File: src/rtl/wdt_pkg.sv
// Shared types for the windowed watchdog: mode-word field positions,
// the decoded mode record, its reset value and the decode function.
// Assumes CNT_W <= 12 so the window field fits at its fixed offset.
package wdt_pkg;
    parameter int CNT_W  = 12;
    parameter int MODE_W = 32;

    localparam int IRQ_POS  = CNT_W;
    localparam int RST_POS  = CNT_W + 1;
    localparam int PROC_POS = CNT_W + 2;
    localparam int STOP_POS = CNT_W + 3;
    localparam int WIN_LSB  = 16;
    localparam int DBG_POS  = WIN_LSB + CNT_W;
    localparam int IDLE_POS = DBG_POS + 1;

    typedef struct packed {
        logic [CNT_W-1:0] reload;
        logic [CNT_W-1:0] window;
        logic             irq_en;
        logic             rst_en;
        logic             proc_only;
        logic             stop;
        logic             dbg_frz;
        logic             idle_frz;
    } wdt_mode_t;

    localparam wdt_mode_t MODE_RST = '{
        reload:    {CNT_W{1'b1}},
        window:    {CNT_W{1'b1}},
        irq_en:    1'b0,
        rst_en:    1'b1,
        proc_only: 1'b0,
        stop:      1'b0,
        dbg_frz:   1'b0,
        idle_frz:  1'b0
    };

    // Split a raw mode word into its fields.
    function automatic wdt_mode_t decode_mode(input logic [MODE_W-1:0] w);
        wdt_mode_t m;
        m.reload    = w[CNT_W-1:0];
        m.window    = w[WIN_LSB +: CNT_W];
        m.irq_en    = w[IRQ_POS];
        m.rst_en    = w[RST_POS];
        m.proc_only = w[PROC_POS];
        m.stop      = w[STOP_POS];
        m.dbg_frz   = w[DBG_POS];
        m.idle_frz  = w[IDLE_POS];
        return m;
    endfunction
endpackage

File: src/rtl/wdt_mode_reg.sv
// Write-once mode register. The first write after reset is decoded
// and held, and the register then locks until the next reset.
// 'accept' is high in the cycle a write takes effect.
module wdt_mode_reg
    import wdt_pkg::*;
(
    input  logic              clk,
    input  logic              rst_n,
    input  logic              wr_en,
    input  logic [MODE_W-1:0] wr_data,
    output wdt_mode_t         mode,
    output logic              accept
);
    logic      locked;
    wdt_mode_t decoded;

    // A write counts only while the register is still open.
    assign accept  = wr_en & ~locked;
    assign decoded = decode_mode(wr_data);

    // Capture the first write and lock.
    always_ff @(posedge clk) begin
        if (!rst_n) begin
            locked <= 1'b0;
            mode   <= MODE_RST;
        end else if (accept) begin
            locked <= 1'b1;
            mode   <= decoded;
        end
    end

    assert_locked_mode_R2: assert property (@(posedge clk) disable iff (!rst_n)
        (locked && wr_en) |=> $stable(mode));
    assert_lock_after_write_R2: assert property (@(posedge clk) disable iff (!rst_n)
        wr_en |=> locked);
endmodule

File: src/rtl/wdt_counter.sv
// Down counter with restart-window check. Priority order: mode load,
// accepted restart, tick. A rejected restart flags an error, and a
// tick in the same cycle still counts. Emits single-cycle underflow
// and window-error events.
module wdt_counter
    import wdt_pkg::*;
(
    input  logic             clk,
    input  logic             rst_n,
    input  wdt_mode_t        mode,
    input  logic             load_now,
    input  logic [CNT_W-1:0] load_val,
    input  logic             tick,
    input  logic             restart,
    input  logic             dbg_in,
    input  logic             idle_in,
    output logic [CNT_W-1:0] count,
    output logic             uf_evt,
    output logic             err_evt
);
    logic frozen;
    logic in_window;
    logic restart_ok;
    logic step;

    // Freeze when an enabled halt condition is present.
    assign frozen     = (mode.dbg_frz & dbg_in) | (mode.idle_frz & idle_in);
    // The window check uses the count before this cycle's tick.
    assign in_window  = (count <= mode.window);
    assign restart_ok = restart & ~mode.stop & ~load_now & in_window;
    assign err_evt    = restart & ~mode.stop & ~load_now & ~in_window;
    // A tick counts only when no higher-priority reload happens.
    assign step       = tick & ~mode.stop & ~frozen & ~load_now & ~restart_ok;
    assign uf_evt     = step & (count == '0);

    // Count register update by priority.
    always_ff @(posedge clk) begin
        if (!rst_n)
            count <= {CNT_W{1'b1}};
        else if (load_now)
            count <= load_val;
        else if (restart_ok)
            count <= mode.reload;
        else if (step)
            count <= (count == '0) ? mode.reload : count - 1'b1;
    end

    assert_underflow_reload_R4: assert property (@(posedge clk) disable iff (!rst_n)
        uf_evt |=> (count == $past(mode.reload)));
    assert_inwindow_reload_R5: assert property (@(posedge clk) disable iff (!rst_n)
        (restart && !mode.stop && !load_now && count <= mode.window) |=> (count == $past(mode.reload)));
    assert_err_hold_R6: assert property (@(posedge clk) disable iff (!rst_n)
        (err_evt && !tick) |=> $stable(count));
    assert_freeze_hold_R9: assert property (@(posedge clk) disable iff (!rst_n)
        (frozen && !restart && !load_now) |=> $stable(count));
    assert_stop_quiet_R10: assert property (@(posedge clk) disable iff (!rst_n)
        (mode.stop && !load_now) |=> $stable(count));
    assert_stop_nofault_R10: assert property (@(posedge clk) disable iff (!rst_n)
        mode.stop |-> !(uf_evt || err_evt));
endmodule

File: src/rtl/wdt_fault_route.sv
// Fault routing: sticky status flags cleared by a read (a new fault
// wins over the clear), an interrupt level gated by interrupt enable,
// and one-cycle reset pulses selected by the routing bits.
module wdt_fault_route
    import wdt_pkg::*;
(
    input  logic      clk,
    input  logic      rst_n,
    input  wdt_mode_t mode,
    input  logic      uf_evt,
    input  logic      err_evt,
    input  logic      stat_rd,
    output logic      flag_uf,
    output logic      flag_err,
    output logic      irq,
    output logic      proc_rst,
    output logic      sys_rst
);
    logic fault;

    assign fault = uf_evt | err_evt;

    // Sticky flags: set on an event, cleared by a read.
    always_ff @(posedge clk) begin
        if (!rst_n) begin
            flag_uf  <= 1'b0;
            flag_err <= 1'b0;
        end else begin
            flag_uf  <= uf_evt  | (flag_uf  & ~stat_rd);
            flag_err <= err_evt | (flag_err & ~stat_rd);
        end
    end

    // Reset pulses, one cycle per fault.
    always_ff @(posedge clk) begin
        if (!rst_n) begin
            proc_rst <= 1'b0;
            sys_rst  <= 1'b0;
        end else begin
            proc_rst <= fault & mode.rst_en;
            sys_rst  <= fault & mode.rst_en & ~mode.proc_only;
        end
    end

    // Interrupt follows the flags when enabled.
    assign irq = mode.irq_en & (flag_uf | flag_err);

    assert_irq_on_fault_R7: assert property (@(posedge clk) disable iff (!rst_n)
        (fault && mode.irq_en) |=> irq);
    assert_sys_implies_proc_R8: assert property (@(posedge clk) disable iff (!rst_n)
        sys_rst |-> proc_rst);
    assert_pulse_cause_R8: assert property (@(posedge clk) disable iff (!rst_n)
        proc_rst |-> $past(fault));
    assert_read_clears_R11: assert property (@(posedge clk) disable iff (!rst_n)
        (stat_rd && !fault) |=> (!flag_uf && !flag_err));
endmodule

File: src/rtl/wdt_window_top.sv
// Top of the windowed watchdog. Joins the write-once mode register,
// the windowed down counter and the fault router. Assumes the tick,
// restart and read strobes are single-cycle pulses in the clk domain.
module wdt_window_top
    import wdt_pkg::*;
(
    input  logic              clk,
    input  logic              rst_n,
    input  logic              tick_en,
    input  logic              mode_wr,
    input  logic [MODE_W-1:0] mode_wdata,
    input  logic              restart_req,
    input  logic              dbg_state,
    input  logic              idle_state,
    input  logic              stat_rd,
    output logic [CNT_W-1:0]  count_val,
    output logic              stat_underflow,
    output logic              stat_winerr,
    output logic              irq,
    output logic              proc_rst,
    output logic              sys_rst
);
    wdt_mode_t mode;
    logic      accept;
    logic      uf_evt;
    logic      err_evt;

    wdt_mode_reg u_mode (
        .clk     (clk),
        .rst_n   (rst_n),
        .wr_en   (mode_wr),
        .wr_data (mode_wdata),
        .mode    (mode),
        .accept  (accept)
    );

    wdt_counter u_cnt (
        .clk      (clk),
        .rst_n    (rst_n),
        .mode     (mode),
        .load_now (accept),
        .load_val (mode_wdata[CNT_W-1:0]),
        .tick     (tick_en),
        .restart  (restart_req),
        .dbg_in   (dbg_state),
        .idle_in  (idle_state),
        .count    (count_val),
        .uf_evt   (uf_evt),
        .err_evt  (err_evt)
    );

    wdt_fault_route u_route (
        .clk      (clk),
        .rst_n    (rst_n),
        .mode     (mode),
        .uf_evt   (uf_evt),
        .err_evt  (err_evt),
        .stat_rd  (stat_rd),
        .flag_uf  (stat_underflow),
        .flag_err (stat_winerr),
        .irq      (irq),
        .proc_rst (proc_rst),
        .sys_rst  (sys_rst)
    );

    assert_single_fault_kind_R4: assert property (@(posedge clk) disable iff (!rst_n)
        !(uf_evt && err_evt));
endmodule

File: config.mk
export PLATFORM = sky130hd
export DESIGN_NAME = wdt_window_top
export DESIGN_NICKNAME = d
export VERILOG_FILES = /design/src/rtl/wdt_pkg.sv /design/src/rtl/wdt_mode_reg.sv /design/src/rtl/wdt_counter.sv /design/src/rtl/wdt_fault_route.sv /design/src/rtl/wdt_window_top.sv
export SDC_FILE = /design/constraint.sdc
export NUM_CORES = 1
export LEC_CHECK = 0
export BUFFER_PORTS_ARGS = -buffer_cell sky130_fd_sc_hd__buf_4
export CORE_MARGIN = 10
export CORE_UTILIZATION = 45
export DETAILED_ROUTE_END_ITERATION = 8
export HOLD_SLACK_MARGIN = 0.1
export PLACE_DENSITY_LB_ADDON = 0.12
export REMOVE_ABC_BUFFERS = 1
export SLEW_MARGIN = 20
export SYNTH_ARGS = -nofsm -noshare
export SYNTH_HDL_FRONTEND = slang
export SYNTH_SLANG_ARGS = --single-unit
File: constraint.sdc
create_clock -name clk -period 2.29 [get_ports clk]
set_input_delay 0.1145 -clock clk [delete_from_list [all_inputs] [get_ports clk]]
set_output_delay 0.1145 -clock clk [all_outputs]
set_load 0.01 [all_outputs]
==> impl_metrics.tcl, run 1 <==
set metrics [dict create \
    setup_viol_count_final 0 \
    drc 0 \
    gr-usage-all-layers 0.146 \
    dominantRegCellSynth "sky130_fd_sc_hd__dfxtp_1" \
    cp-start-kind "register" \
    worst_r2r_startpoint "u_mode.mode[7]" \
    rows 27 \
    critPathRequiredTime_ns 2.48 \
    finalWorstPathRequiredPeriod_ns 2.18 \
    start_util 0.461 \
    cts-root-to-sink-buffers 2 \
    timing.hold.worst.class "primary input to register" \
    critPathMaxFanout 7 \
    dpl_cell_area_um2 3090 \
    totalWireLength_mm 6.82 \
    first_iter_violations 111 \
    actual_slew_at_the_worst_max_slew_pin_ns 0.558 \
    power.combinational.fraction 0.317 \
    synth.yosys.seq_area_share 0.370 \
    floorplan.die.width_um 95.1 \
    yosys_synthesis_warning_count 0 \
    crit_path_end_kind "register" \
    power_per_cell_area_nw_per_um2 635 \
    part_of_the_cycle_the_worst_path_needs 0.951 \
    grt_start_max_net_pins 35 \
    syn_inst 289 \
    core_area_um2 5510 \
    power_switching_share 0.299 \
    synth.most_common_cell "sky130_fd_sc_hd__dfxtp_1" \
    critical_path.startpoint "u_mode.mode[7]" \
    route.detailed.wl_per_inst_um 15.0 \
    via_count 2358 \
    timing_worst_setup_path_type "register to register" \
    rsz0062_at_grt "yes" \
    post-synth-top-area-fraction 0.370 \
    seq_power_share 0.403 \
    design.die.area_um2 9050 \
    detailedPlacementHpwl_mm 4.67 \
    worst_slew_margin_rel 0.627 \
    numCtsBuffers 5 \
    ctsHtreeMaxLevel 2 \
    run_status "finished clean" \
    worst-endpoint-arrival_ns 2.36 \
    synthArstFlopShare 0 \
    static-leakage-power_uw 0.00156 \
    final_max_slew_viol_count 0 \
    number_of_distinct_library_cells_after_synthesis 50 \
    finalClockSkew_ns 0.00637 \
    tritoncts "done" \
    worstSkewPairLatency_ns 0.30 \
    portBuffers 54 \
    post_route_cells_drive_above_1_share 0.306 \
    fmaxAchievable_mhz 459 \
    number_of_synthesized_flops_with_an_enable_pin 0 \
    vdd_ir_drop_max_mv 0.350 \
    nets 435 \
    layout.cell_area.non_filler_um2 3590 \
    drt_pass_1_iters 4 \
    routed_via_density 5.19 \
    root_buffer "sky130_fd_sc_hd__clkbuf_8" \
    internal_power_uw 1600 \
    antenna_found_initial 0 \
    floorplan.die.height_um 95.1 \
    first_global_vias 2291 \
    synthToLayoutAreaGrowth_pct 41.3 \
    netlist_top_cells_count "47 x sky130_fd_sc_hd__dfxtp_1, 40 x sky130_fd_sc_hd__nand2_1, 25 x sky130_fd_sc_hd__nor2_1, 14 x sky130_fd_sc_hd__ha_1, 14 x sky130_fd_sc_hd__inv_1" \
    gr-total-overflow 0 \
    clk_pin_slew_ns 0.09 \
    antenna_cells_inserted 0 \
    clock-sinks 47 \
    placement.setup.worst_slack_ns 0.0685 \
    synth_top_cell_by_area "sky130_fd_sc_hd__dfxtp_1" \
    postSynthRegisterBits 47 \
    cell_types_occupying_the_most_area_after_synthesis "sky130_fd_sc_hd__dfxtp_1 37%, sky130_fd_sc_hd__ha_1 6.9%, sky130_fd_sc_hd__nand2_1 5.9%, sky130_fd_sc_hd__a22oi_2 4.4%, sky130_fd_sc_hd__nor2_1 3.7%" \
    ioPinCount 57 \
    netlist_area_um2 2540 \
    wire_length_of_the_first_global_routing_pass_mm 10.8 \
    proportion_of_power_drawn_by_the_clock_network 0.280 \
    count_of_final_hold_check_violations 0 \
    postLayoutSetupSlackWorst_ns 0.112 \
    maxCapViolations 0 \
    gpl_congestion 0.776 \
    power.net_switching_uw 683 \
    syn-mean-instance-area_um2 8.79 \
    post_drt_antenna_nets 0 \
    min_from "mode_wdata[7]" \
]
-- power by group through the flow --
stage               combinational [uW]  sequential [uW]  clock [uW]
global route                       793              927         683
CTS                                656              916         648
floorplan                          333              964           0
finish                             724              918         638
global placement                   609              934           0
detailed placement                 618              935           0
-- registers in the layout (all words and copies together), names as in the netlist --
signal / count
u_cnt.count: 12
u_mode.locked: 1
u_mode.mode: 30
u_route.flag_err: 1
u_route.flag_uf: 1
u_route.proc_rst: 1
u_route.sys_rst: 1
-- area by class of cell --
cell class	instances	area (um2)
fill	471	1920
multi-input combinational	213	1570
sequential	47	941
timing repair buffer	100	816
tap	72	90.1
clock buffer	6	82.6
inverter	14	52.6
clock inverter	2	35.0
-- timing repair --
| item | 4_1_cts | 5_1_grt |
|---|---|---|
| setup buffers | 0 | 2 |
| endpoints found under the hold margin | 25 | 1 |
| hold buffers | 25 | 1 |
| resized for setup | 0 | 12 |
| setup endpoints to repair | 0 | 11 |
-- critical path: stages, from the launching register on --
cell                       delay (ns)
sky130_fd_sc_hd__dfxtp_1         0.31
sky130_fd_sc_hd__inv_1           0.06
sky130_fd_sc_hd__ha_4            0.27
sky130_fd_sc_hd__nor2b_4         0.12
sky130_fd_sc_hd__o211ai_1        0.10
sky130_fd_sc_hd__a211oi_2        0.29
sky130_fd_sc_hd__buf_4           0.17
sky130_fd_sc_hd__o31ai_4         0.06
sky130_fd_sc_hd__a21o_4          0.24
sky130_fd_sc_hd__buf_4           0.16
sky130_fd_sc_hd__o22ai_1         0.18
sky130_fd_sc_hd__a22oi_2         0.10
-- metrics by stage --
step	hold WS, ns	power (uW)	instances	TNS (ns)	utilization
6_report	0.0988	2280	454	0	0.652
5_1_grt	0.118	2400	454	-0.0319	0.652
4_1_cts	0.102	2220	449	0	0.628
3_5_place_dp	0.343	1550	416	0	0.561
3_3_place_gp	0.328	1540	416	0	0.561
2_1_floorplan	0.180	1300	272	-0.321	-
-- cell usage in the layout (no fill, tap or decap), types with 4 or more instances in the layout --
master,netlist,final
sky130_fd_sc_hd__inv_1,14,14
sky130_fd_sc_hd__clkbuf_8,0,6
sky130_fd_sc_hd__ha_1,14,12
sky130_fd_sc_hd__buf_4,0,74
sky130_fd_sc_hd__nor2_1,25,25
sky130_fd_sc_hd__nor2b_1,7,5
sky130_fd_sc_hd__nor3_1,4,4
sky130_fd_sc_hd__a22oi_2,9,9
sky130_fd_sc_hd__xnor2_1,4,4
sky130_fd_sc_hd__nand2_1,40,40
sky130_fd_sc_hd__o211ai_1,12,12
sky130_fd_sc_hd__nand3_1,8,8
sky130_fd_sc_hd__mux2i_1,9,8
sky130_fd_sc_hd__o22ai_1,10,9
sky130_fd_sc_hd__a21oi_1,7,6
sky130_fd_sc_hd__xor2_1,5,5
sky130_fd_sc_hd__dfxtp_1,47,47
sky130_fd_sc_hd__a21boi_0,6,6
sky130_fd_sc_hd__dlygate4sd3_1,0,26
sky130_fd_sc_hd__o21ai_0,11,11
-- metal layers --
metal,vias to the layer above,GRT usage,share of wire
met2,41,0.243,0.47
li1,1208,-,-
met5,-,0,0
met4,0,0.0299,0.0057
met1,1105,0.186,0.48
met3,4,0.0393,0.042
-- cell families (layout without fill, tap and decap cells) --
| kind of cell | Yosys count | count (layout) | synth area share |
|---|---|---|---|
| mux | 9 | 9 | 0.0355 |
| compound gates | 70 | 71 | 0.216 |
| fa+ha+maj | 14 | 14 | 0.0690 |
| xor+xnor | 9 | 9 | 0.0310 |
| simple gates | 109 | 110 | 0.223 |
| flops | 47 | 47 | 0.370 |
| buf+inv | 31 | 122 | 0.0552 |
-- path summary, 6_finish.rpt --
path | endpoint | slack, ns | cells after the start
min | u_mode.mode[25] | 0.1 | 3
max | u_cnt.count[11] | 0.11 | 11
max reg2reg | u_cnt.count[11] | 0.11 | 11
min reg2reg | u_route.sys_rst | 0.42 | 1
(Power assumes the default switching activity.)
==> run 2: changes to the inputs <==
--- a/config.mk
+++ b/config.mk
@@ -8,6 +8,7 @@
 export BUFFER_PORTS_ARGS = -buffer_cell sky130_fd_sc_hd__buf_4
 export CORE_MARGIN = 10
 export CORE_UTILIZATION = 45
+export CTS_BUF_LIST = sky130_fd_sc_hd__clkbuf_4
 export DETAILED_ROUTE_END_ITERATION = 8
 export HOLD_SLACK_MARGIN = 0.1
 export PLACE_DENSITY_LB_ADDON = 0.12
==> run 2 against run 1 <==
Cell count is 1.8% higher. Count of clock-buffer cells in the layout down 1. Flip-flop and latch count did not move. First-iteration DRC count rose by 12%. Worst setup slack lost 0.062 ns. Non-clock buffer count rose by 8. Sequential power hardly changed. Die area unchanged. Total power down 5.5%. Critical path depth decreased by 2. Clock skew grew 0.0041 ns. Critical endpoint is now u_cnt.count[9]. Largest power group unchanged.
==> impl_metrics.tcl, run 2 (synthesized netlist as in run 1, its figures left out) <==
set metrics [dict create \
    run_status "finished clean" \
    post_route_cells_drive_above_1_share 0.303 \
    start_util 0.461 \
    internal_power_uw 1480 \
    ctsHtreeMaxLevel 2 \
    gr-total-overflow 0 \
    worst-endpoint-arrival_ns 2.50 \
    portBuffers 54 \
    postLayoutSetupSlackWorst_ns 0.0499 \
    final_cell_mix "73 x sky130_fd_sc_hd__buf_4, 46 x sky130_fd_sc_hd__dfxtp_1, 40 x sky130_fd_sc_hd__nand2_1" \
    critPathMaxFanout 7 \
    seq_power_share 0.427 \
    rows 27 \
    finalPower_uw 2160 \
    nets 443 \
    layout.cell_area.non_filler_um2 3630 \
    routed_via_density 5.21 \
    regMostFlops "u_mode.mode" \
    antenna_cells_inserted 0 \
    cp_cell_sequence "inv_1 -> ha_1 -> nand4_1 -> or3_4 -> o21ai_4 -> buf_4 -> a31o_4 -> mux2i_1 -> a22oi_2" \
    setup-tns-final_ns 0 \
    setup_viol_count_final 0 \
    filler_cell_count 466 \
    drt_pass_1_iters 4 \
    cp_slowest_cell "sky130_fd_sc_hd__or3_4" \
    final-seq-area_um2 942 \
    final-instance-count-excl-fill 462 \
    largestRegisters "u_mode.mode x30, u_cnt.count x12" \
    finalWorstPathRequiredPeriod_ns 2.24 \
    worst_r2r_path_depth 9 \
    cp-start-kind "register" \
    fmaxAchievable_mhz 446 \
    synthToLayoutAreaGrowth_pct 42.8 \
    gpl_congestion 0.776 \
    hold_end "u_route.proc_rst" \
    dpl_cell_area_um2 3090 \
    place.detailed.instances 416 \
    floorplan.die.width_um 95.1 \
    timing_worst_setup_path_type "register to register" \
    design.die.area_um2 9050 \
    hold-path-cell-count 5 \
    floorplan.die.height_um 95.1 \
    final_max_slew_viol_count 0 \
    cp_slowest_stage_delay_ns 0.47 \
    totalWireLength_mm 6.94 \
    gr-usage-all-layers 0.148 \
    worstSkewPairLatency_ns 0.37 \
    largest_reg_flops 30 \
    first_global_vias 2286 \
    finalClockSkew_ns 0.0105 \
    rsz0062_at_grt "yes" \
    numCtsBuffers 5 \
    core_area_um2 5510 \
    via_count 2407 \
    maxCapViolations 0 \
    proportion_of_power_drawn_by_the_clock_network 0.232 \
    antenna_found_initial 0 \
    min_from "tick_en" \
    power.net_switching_uw 679 \
    placement.setup.worst_slack_ns 0.0685 \
    timing.hold.worst.class "primary input to register" \
    wire_length_of_the_first_global_routing_pass_mm 10.9 \
    static-leakage-power_uw 0.00156 \
    worst_r2r_startpoint "u_mode.mode[9]" \
    power_per_cell_area_nw_per_um2 594 \
    grt_start_max_net_pins 35 \
    root_buffer "sky130_fd_sc_hd__clkbuf_4" \
    vdd_ir_drop_max_mv 0.307 \
    timing.rr.end "u_cnt.count[9]" \
    critPathRequiredTime_ns 2.55 \
    count_of_final_hold_check_violations 0 \
    crit_path_end_kind "register" \
    most_common_cell_after_layout_fill_and_taps_aside "sky130_fd_sc_hd__buf_4" \
    clock-sinks 47 \
    ioPinCount 57 \
    tritoncts "done" \
    actual_slew_at_the_worst_max_slew_pin_ns 0.558 \
    cts-root-to-sink-buffers 2 \
    post_drt_antenna_nets 0 \
    part_of_the_cycle_the_worst_path_needs 0.978 \
    clk_pin_slew_ns 0.14 \
    power_switching_share 0.315 \
    power.combinational.fraction 0.341 \
    route.detailed.wl_per_inst_um 15.0 \
    rrSetupSlack_ns 0.05 \
    multi_input_comb_area_um2 1560 \
    drc 0 \
    worst_slew_margin_rel 0.627 \
    detailedPlacementHpwl_mm 4.67 \
    first_iter_violations 124 \
]
-- run 2: changes by cell type in the layout (fill, tap and decap cells not counted), moves of 2 or more --
cell                            previous run  this run
sky130_fd_sc_hd__dlygate4sd3_1            26        33
sky130_fd_sc_hd__buf_6                     0         2
sky130_fd_sc_hd__clkbuf_8                  6         0
sky130_fd_sc_hd__clkbuf_4                  0         5
-- run 2: worst max-delay path by stage --
stage	start	to	slack (ns)	cells past startpoint
finish	u_mode.mode[9]	u_cnt.count[9]	0.05	9
global placement	u_mode.mode[7]	u_cnt.count[5]	0.11	9
detailed placement	u_mode.mode[7]	u_cnt.count[5]	0.07	9
floorplan	u_mode.locked	u_route.sys_rst	-0.11	5
global route	u_mode.mode[7]	u_cnt.count[1]	-0.03	11
CTS	u_mode.mode[7]	u_cnt.count[5]	0.04	9
-- run 2: timing repair --
item,4_1_cts,5_1_grt
endpoints found under the hold margin,34,0
gates resized for setup,0,15
setup buffers,0,3
hold buffers,33,0
setup endpoints to repair,0,12
-- run 2: final cells by class --
class	count	share of cell area
Clock inverter	3	0.0107
Clock buffer	5	0.0104
Sequential cell	47	0.260
Inverter	14	0.0145
Timing Repair Buffer	108	0.248
Multi-Input combinational cell	213	0.431
Tap cell	72	0.0248
-- run 2: power groups by stage --
stage	registers, uW	logic (uW)	clock network, uW
floorplan	964	333	0
global placement	934	609	0
detailed placement	935	618	0
CTS	917	667	513
global route	928	802	541
finish	920	736	500
-- run 2: per-stage QoR --
step | util | hold WS [ns]
after global routing | 0.658 | 0.222
final | 0.658 | 0.192
after detailed placement | 0.561 | 0.343
after global placement | 0.561 | 0.328
after floorplan | - | 0.180
after CTS | 0.635 | 0.185
-- run 2: worst max-delay path: cells and delay by family (launching register included) --
kind / cells / cell delay, ns
simple gates: 2 / 0.65
compound gates: 3 / 0.39
flops: 1 / 0.34
fa+ha+maj: 1 / 0.33
mux: 1 / 0.23
buf+inv: 2 / 0.20
-- run 2: layer usage --
metal	vias up	GRT usage	wire, um	part of all wire
met5	-	0	0	0
met4	0	0.0374	56	0.0081
met3	4	0.0393	315	0.045
li1	1231	-	-	-
met1	1121	0.192	3300	0.48
met2	51	0.238	3260	0.47
==> run 3: changes to the inputs <==
--- a/config.mk
+++ b/config.mk
@@ -13,6 +13,7 @@
 export HOLD_SLACK_MARGIN = 0.1
 export PLACE_DENSITY_LB_ADDON = 0.12
 export REMOVE_ABC_BUFFERS = 1
+export SETUP_SLACK_MARGIN = 0.5
 export SLEW_MARGIN = 20
 export SYNTH_ARGS = -nofsm -noshare
 export SYNTH_HDL_FRONTEND = slang
==> run 3 against run 2 <==
Non-clock buffer count grew 5. Flip-flop and latch count is the same. Sequential power grew 2%. Core utilization grew 3.5 points.
==> impl_metrics.tcl, run 3 (synthesized netlist as in run 1, its figures left out) <==
set metrics [dict create \
    maxCapViolations 0 \
    part_of_the_cycle_the_worst_path_needs 0.951 \
    clock-sinks 47 \
    post_drt_antenna_nets 0 \
    regMostFlops "u_mode.mode" \
    cp_slowest_stage_delay_ns 0.43 \
    first_global_vias 2371 \
    start_util 0.461 \
    worst_slew_margin_rel 0.617 \
    timing_worst_setup_path_type "register to register" \
    floorplan.die.width_um 95.1 \
    largestRegisters "u_mode.mode x30, u_cnt.count x12" \
    run_status "finished clean" \
    portBuffers 54 \
    final_cell_mix "77 x sky130_fd_sc_hd__buf_4, 40 x sky130_fd_sc_hd__nand2_1, 40 x sky130_fd_sc_hd__dfxtp_1" \
    antenna_found_initial 0 \
    design.die.area_um2 9050 \
    final_max_slew_viol_count 0 \
    most_common_cell_after_layout_fill_and_taps_aside "sky130_fd_sc_hd__buf_4" \
    finalClockSkew_ns 0.00738 \
    drt_pass_1_iters 4 \
    finalWorstPathRequiredPeriod_ns 2.18 \
    postLayoutSetupSlackWorst_ns 0.112 \
    antenna_cells_inserted 0 \
    rsz0062_at_grt "yes" \
    gr-usage-all-layers 0.156 \
    final-instance-count-excl-fill 467 \
    wire_length_of_the_first_global_routing_pass_mm 11.4 \
    post_route_cells_drive_above_1_share 0.375 \
    top_cell_family_by_delay_on_the_critical_path "simple AND/OR/NAND/NOR gates" \
    drc 0 \
    routed_via_density 5.21 \
    clk_pin_slew_ns 0.13 \
    totalWireLength_mm 7.18 \
    fmaxAchievable_mhz 459 \
    via_count 2431 \
    cp_cell_sequence "inv_2 -> ha_4 -> nand4_1 -> or3_4 -> o21ai_4 -> a31o_4 -> mux2i_2 -> a22oi_2" \
    placement.setup.worst_slack_ns 0.0685 \
    critPathMaxFanout 7 \
    root_buffer "sky130_fd_sc_hd__clkbuf_4" \
    cp-start-kind "register" \
    first_iter_violations 132 \
    ctsHtreeMaxLevel 2 \
    critPathRequiredTime_ns 2.54 \
    timing.hold.worst.class "primary input to register" \
    grt_start_max_net_pins 36 \
    actual_slew_at_the_worst_max_slew_pin_ns 0.574 \
    setup-tns-final_ns 0 \
    cts-root-to-sink-buffers 2 \
    worstSkewPairLatency_ns 0.36 \
    gr-total-overflow 0 \
    setup_viol_count_final 0 \
    gpl_congestion 0.776 \
    floorplan.die.height_um 95.1 \
    synthToLayoutAreaGrowth_pct 50.4 \
    core_area_um2 5510 \
    numCtsBuffers 5 \
    worst-endpoint-arrival_ns 2.43 \
    place.detailed.instances 416 \
    vdd_ir_drop_max_mv 0.308 \
    crit_path_end_kind "register" \
    power_per_cell_area_nw_per_um2 587 \
    rows 27 \
    route.detailed.wl_per_inst_um 15.4 \
    cp_slowest_cell "sky130_fd_sc_hd__or3_4" \
    nets 448 \
    static-leakage-power_uw 0.00158 \
    largest_reg_flops 30 \
    ioPinCount 57 \
    tritoncts "done" \
    count_of_final_hold_check_violations 0 \
    detailedPlacementHpwl_mm 4.67 \
    cp.buffers_inverters 1 \
]
-- run 3: path summary, 6_finish.rpt --
path                   startpoint               to  depth (start not counted)  slack (ns)
setup / recovery  u_mode.mode[11]   u_cnt.count[4]                          8        0.11
hold / removal              rst_n   u_mode.mode[6]                          2        0.12
setup reg to reg  u_mode.mode[11]   u_cnt.count[4]                          8        0.11
hold reg to reg    u_mode.mode[3]  u_route.sys_rst                          1        0.42
-- run 3: report_power, final --
group          internal, uW  switching, uW  leakage [uW]
registers               887           47.1      0.000386
logic                   422            391       0.00116
clock network           225            271     0.0000426
-- run 3: cell type report --
type	count	area [um2]
inverters	14	52.6
well taps	72	90.1
fillers	449	1690
repair buffers	113	942
multi-input cells	213	1710
clock inverters	3	38.8
flip-flops and latches	47	950
clock buffers	5	37.5
-- run 3: what timing repair did --
action,in CTS,in global routing
pin swaps,12,17
hold buffers,32,1
buffers inserted,6,2
resized for setup,12,33
setup endpoints to repair,16,16
endpoints found under the hold margin,34,1
cloned,2,0
-- run 3: per-layer routing --
metal | vias up | part of all wire | GRT usage
met4 | 0 | 0.0085 | 0.0374
li1 | 1240 | - | -
met5 | - | 0 | 0
met2 | 54 | 0.48 | 0.253
met1 | 1131 | 0.46 | 0.201
met3 | 6 | 0.057 | 0.0393
-- run 3: worst register-to-register path, cell delays in order, from the launching register on --
cell                      delay, ns
sky130_fd_sc_hd__dfxtp_1       0.35
sky130_fd_sc_hd__inv_2         0.05
sky130_fd_sc_hd__ha_4          0.26
sky130_fd_sc_hd__nand4_1       0.21
sky130_fd_sc_hd__or3_4         0.44
sky130_fd_sc_hd__o21ai_4       0.19
sky130_fd_sc_hd__a31o_4        0.23
sky130_fd_sc_hd__mux2i_2       0.27
sky130_fd_sc_hd__a22oi_2       0.07
-- run 3: stage by stage --
stage / power [uW] / hold WS, ns / util / cell area (um2)
floorplan: 1300 / 0.180 / - / 2450
global placement: 1540 / 0.328 / 0.561 / 3090
detailed placement: 1550 / 0.343 / 0.561 / 3090
CTS: 2170 / 0.102 / 0.656 / 3610
global route: 2370 / 0.112 / 0.694 / 3820
finish: 2240 / 0.116 / 0.694 / 3820
